**config.mk**
```make
export PLATFORM = sky130hd
export DESIGN_NAME = spi_svc_req
export DESIGN_NICKNAME = d
export VERILOG_FILES = /design/src/rtl/spi_svc_req.sv
export SDC_FILE = /design/constraint.sdc
export NUM_CORES = 1
export LEC_CHECK = 0
export CAP_MARGIN = 20
export CORE_MARGIN = 3
export CORE_UTILIZATION = 25
export CTS_CLUSTER_DIAMETER = 60
export DETAILED_ROUTE_END_ITERATION = 10
export HOLD_SLACK_MARGIN = 0.08
export PLACE_DENSITY = 0.6
export SLEW_MARGIN = 30
export SYNTH_ARGS = -nofsm -noshare
export SYNTH_HDL_FRONTEND = slang
export SYNTH_SLANG_ARGS = --single-unit
export TNS_END_PERCENT = 30
```
**constraint.sdc**
```tcl
create_clock -name clk -period 3.1 [get_ports clk]
set_clock_uncertainty 0.1 [all_clocks]
set_input_delay 0.31 -clock clk [delete_from_list [all_inputs] [get_ports clk]]
set_output_delay 0.31 -clock clk [all_outputs]
set_load 0.02 [all_outputs]
```
**src/rtl/spi_svc_req.sv**
```systemverilog
module spi_svc_req #(
  parameter int CNT_W = 5
) (
  input  logic             clk,
  input  logic             rst_n,
  input  logic             enable,
  input  logic             cfg_wr,
  input  logic [1:0]       tx_sel_in,
  input  logic [1:0]       rx_sel_in,
  input  logic             ovf_ign_in,
  input  logic [CNT_W-1:0] tx_count,
  input  logic [CNT_W-1:0] rx_count,
  input  logic [CNT_W-1:0] fifo_depth,
  input  logic             shift_busy,
  input  logic             rx_word_valid,
  input  logic             ovf_clear,
  output logic             tx_req,
  output logic             rx_req,
  output logic             ovf_flag,
  output logic             halt_req,
  output logic             rx_fifo_we
);
  localparam int W = CNT_W + 2;

  logic [1:0] tx_sel_q, rx_sel_q;
  logic       ign_q;
  logic [W-1:0] depth_x, tx_x, rx_x, tx_free;
  logic tx_cond, rx_cond, rx_full, accept, ovf_evt;

  assign depth_x = {2'b00, fifo_depth};
  assign tx_x    = {2'b00, tx_count};
  assign rx_x    = {2'b00, rx_count};
  assign tx_free = depth_x - tx_x;
  assign rx_full = rx_x >= depth_x;

  always_comb begin
    case (tx_sel_q)
      2'b11:   tx_cond = tx_x < depth_x;
      2'b10:   tx_cond = (tx_free << 1) >= depth_x;
      2'b01:   tx_cond = tx_x == '0;
      default: tx_cond = (tx_x == '0) && !shift_busy;
    endcase
    case (rx_sel_q)
      2'b11:   rx_cond = rx_full;
      2'b10:   rx_cond = (rx_x << 1) >= depth_x;
      2'b01:   rx_cond = rx_x != '0;
      default: rx_cond = rx_x == '0;
    endcase
  end

  assign accept     = enable && !halt_req && rx_word_valid;
  assign ovf_evt    = accept && rx_full;
  assign rx_fifo_we = accept && !rx_full;

  always_ff @(posedge clk or negedge rst_n) begin
    if (!rst_n) begin
      tx_sel_q <= 2'b00;
      rx_sel_q <= 2'b00;
      ign_q    <= 1'b0;
    end else if (cfg_wr && !enable) begin
      tx_sel_q <= tx_sel_in;
      rx_sel_q <= rx_sel_in;
      ign_q    <= ovf_ign_in;
    end
  end

  always_ff @(posedge clk or negedge rst_n) begin
    if (!rst_n) begin
      tx_req   <= 1'b0;
      rx_req   <= 1'b0;
      ovf_flag <= 1'b0;
      halt_req <= 1'b0;
    end else begin
      tx_req   <= enable && tx_cond;
      rx_req   <= enable && rx_cond;
      ovf_flag <= ovf_evt || (ovf_flag && !ovf_clear);
      halt_req <= enable && (halt_req || (ovf_evt && !ign_q));
    end
  end
endmodule


```
==> results list <==
- Status: finished clean
* Final Hold Violating Endpoints: 0
- Chip width: 67.2 microns
- Main synth FF type: dfrtp_1
- Flip-flop and latch count after synthesis: 9
* Cts-stage hold buffer count: 0
- Counting along the longest clock path gives a buffer depth of 2.
- Netlist area before placement: 936 sq um
* Height of the die: 67.2 microns
* Path type of the worst min-delay path: in -> async
- Async S/R FF share, synth: 100%
- Util after Layout: 39.2%
* Global Route met3 Usage: 2.00%
* Total number of clock tree sinks: 9
* GRT Max-Usage Layer: met2
- Number of antenna violations at the first check in global routing: 0
- Net Switching: 0.000138 W
- Max Freq: 369 MHz
* Vias: 854
* Leakage Power: 0.639 nW
- Share of synthesized area occupied by flip-flops and latches: 24.1%
- Highest net fanout along the worst path: 2
- Input/output buffers: 31
- Avg Cell Area, Syn: 8.91 sq um
- In this run the tightest slew margin relative to its limit is 72.3%.
* Final Max Tran Viols: 0
- Global routing consumed, on the met2 layer, 16.3% of the routing resources.
* Max-cap viol count: 0
- First-pass GRT wire length: 3710 microns
- TritonCTS built the clock tree.
* Post-route DRC violation count: 0
- Global routing consumed, on the met1 layer, 15.0% of the routing resources.
* H-tree levels: 1
* Maximum vdd drop: 0.218 mV
- The floorplan step defined a die boundary enclosing 4510 sq um.
* Number of antenna repair diodes: 0
- The worst setup path is captured at a register.
- The via count of the first global-routing pass came to 852.
- Routed Antenna Nets: 0
- Global routing usage summed across all routing layers: 10.7%
* Final TNS setup: 0 ps
- For the pin with the worst max-slew slack, the measured transition is 415 ps.
* Final Routed Wirelength: 2190 microns
- Minimum period implied by the final worst setup slack: 2710 ps
- Cell-internal power: 0.000320 W
* Cell area after placement: 1310 sq um
- Total power after layout: 0.000458 W
- In the finished design, the share of the clock period the worst path needs comes to 87.4%.
- The critical path in this run is classified as in -> reg.
* Starting Density: 27.0%
* Clock input transition at the sequential cells of the worst setup and hold paths: 40 ps
- TritonCTS created 3 clock buffers.
- Power per unit of standard cell area: 337 nW/um^2
* Portion of total power attributed to the clock network: 29.8%
* Global-route congestion overflow total: 0
* Pin count of the biggest net entering global routing: 10
- The first detailed-routing pass took 4 iterations.
- The initialized floorplan defines 21 standard-cell rows.
- For this block, the initial DRC count from the detailed router was 16.
- The total area inside the core boundary comes to 3470 sq um.
- Count of warnings emitted by yosys: 0
- Seq pwr share: 32.0%
- Of the cells placed in the final design, the portion with a size suffix greater than 1 is 7.09%.
- Dividing the detail-routed wire length by the instance count gives 11.7 microns.
- Switching part of the total: 30.0%
- The congestion estimate from routability-driven global placement came to 0.754.
- Comb pwr share: 38.2%
- The number of nets handed over by synthesis was 152.
- Relative to the synthesized area, the layout overhead comes to 45.2%.
- Fraction of synthesized cell area taken by the top area cell type: 25.4%
* Top cells by area in the synthesized netlist: ha_1 25%, dfrtp_1 24%, mux2_2 6.0%
* Number of distinct library cells after synthesis: 29
- Final-report setup violation count: 0
- Insertion delay to the later sink of the worst-skew pair: 230 ps
- Synthesis produced 105 cells.
* Element type at the critical path start: primary input
- Summed over all nets, the half-perimeter wirelength after detailed placement is 1940 microns.
- Per-cell via count in the routed design: 4.57
* Number of flops mapped to enable cells by yosys: 0
- Root buf cell: clkbuf_8
- Summed over all instances, the cell type with the most area after synthesis is ha_1.
* IO Count: 32
* Data arrival, critical path: 2710 ps
- Final Instance Area: 1360 sq um
- Required time of the worst setup path: 3100 ps
- # nets final: 189
- Setup repair after global routing missed its margin: false
==> cell type report <==
| class | count | area, sq um |
|---|---|---|
| Fill cell | 376 | 2110 |
| Multi-Input combinational cell | 82 | 658 |
| Timing Repair Buffer | 32 | 320 |
| Sequential cell | 9 | 225 |
| Tap cell | 46 | 57.6 |
| Inverter | 14 | 52.6 |
| Clock buffer | 4 | 45.0 |
==> power groups by stage <==
| stage | Clock, W | Sequential [W] | Combinational (W) |
|---|---|---|---|
| finish | 0.000136 | 0.000146 | 0.000175 |
| global placement | 0 | 0.000147 | 0.000172 |
| CTS | 0.000141 | 0.000146 | 0.000177 |
| detailed placement | 0 | 0.000148 | 0.000175 |
| floorplan | 0 | 0.000152 | 0.0000938 |
| global route | 0.000149 | 0.000149 | 0.000200 |
==> routing by layer <==
| layer | share of wire, % | vias up |
|---|---|---|
| met5 | 0 | - |
| met4 | 1.3 | 0 |
| met3 | 7.6 | 3 |
| met2 | 41 | 29 |
| met1 | 50 | 380 |
| li1 | - | 442 |
==> flip-flops by register name, summed over array words and instances, names as in the netlist <==
name	count
ovf_flag	1
tx_sel_q	2
rx_req	1
ign_q	1
halt_req	1
rx_sel_q	2
tx_req	1
==> through the flow <==
stage	setup WS, ps	instances	hold slack (ps)
global placement	156	183	397
global route	190	187	297
floorplan	818	105	-85.6
finish	390	187	276
detailed placement	109	183	401
CTS	143	187	286
==> path summary, 6_finish.rpt <==
check | cells after the start | endpoint | slack (ps) | from
worst max-delay path | 10 | tx_req | 390 | fifo_depth[0]
worst min-delay path | 1 | tx_req | 280 | rst_n
worst max register to register | 4 | rx_req | 1650 | rx_sel_q[0]
worst min register to register | 1 | ign_q | 410 | ign_q
max in group asynchronous | 1 | ovf_flag | 2340 | rst_n
min in group clk | 1 | ign_q | 410 | ign_q
==> cell families (layout without fill, tap and decap cells) <==
| group | Yosys count | in the layout | synth area share (%) |
|---|---|---|---|
| and+or+nand+nor | 30 | 30 | 17.1 |
| AOI/OAI and AO/OA | 24 | 24 | 16.7 |
| adders and majority gates | 20 | 20 | 27.5 |
| buffers and inverters | 14 | 50 | 5.61 |
| DFF | 9 | 9 | 24.1 |
| muxes | 6 | 6 | 7.09 |
| xor gates and xnor gates | 2 | 2 | 1.87 |
==> layout by cell type, fill, tap and decap left out, types with 2 or more instances in the layout <==
master / instances
a21oi_1: 9
and2b_1: 2
clkbuf_8: 3
clkdlybuf4s50_1: 30
dfrtp_1: 9
ha_1: 19
inv_1: 14
mux2_2: 5
nand2_1: 7
nand2b_1: 3
nand3_1: 2
nor2_1: 5
nor2b_1: 4
nor3_1: 2
nor4_1: 2
o21a_1: 2
o21ai_0: 5
xnor2_1: 2
==> what timing repair did <==
action,in CTS,in global routing
setup buffers,0,0
resized for setup,0,1
setup endpoints to repair,0,1
hold endpoints to repair,0,0
==> worst max-delay path, stage by stage <==
cell,delay (ps)
clkdlybuf4s50_1,480
inv_1,60
ha_1,190
fa_1,400
xnor2_1,180
ha_1,260
a21oi_1,140
o21ai_0,100
a2111oi_1,440
o311ai_1,140
==> synth_stat cells, drive strengths merged (2+ instances only) <==
library cell,instances
ha,19
inv,14
a21oi,9
dfrtp,9
nand2,7
mux2,5
nor2,5
o21ai,5
nor2b,4
nand2b,3
a2111oi,2
and2b,2
nand3,2
nor3,2
nor4,2
o21a,2
xnor2,2
(Power assumes the default switching activity.)
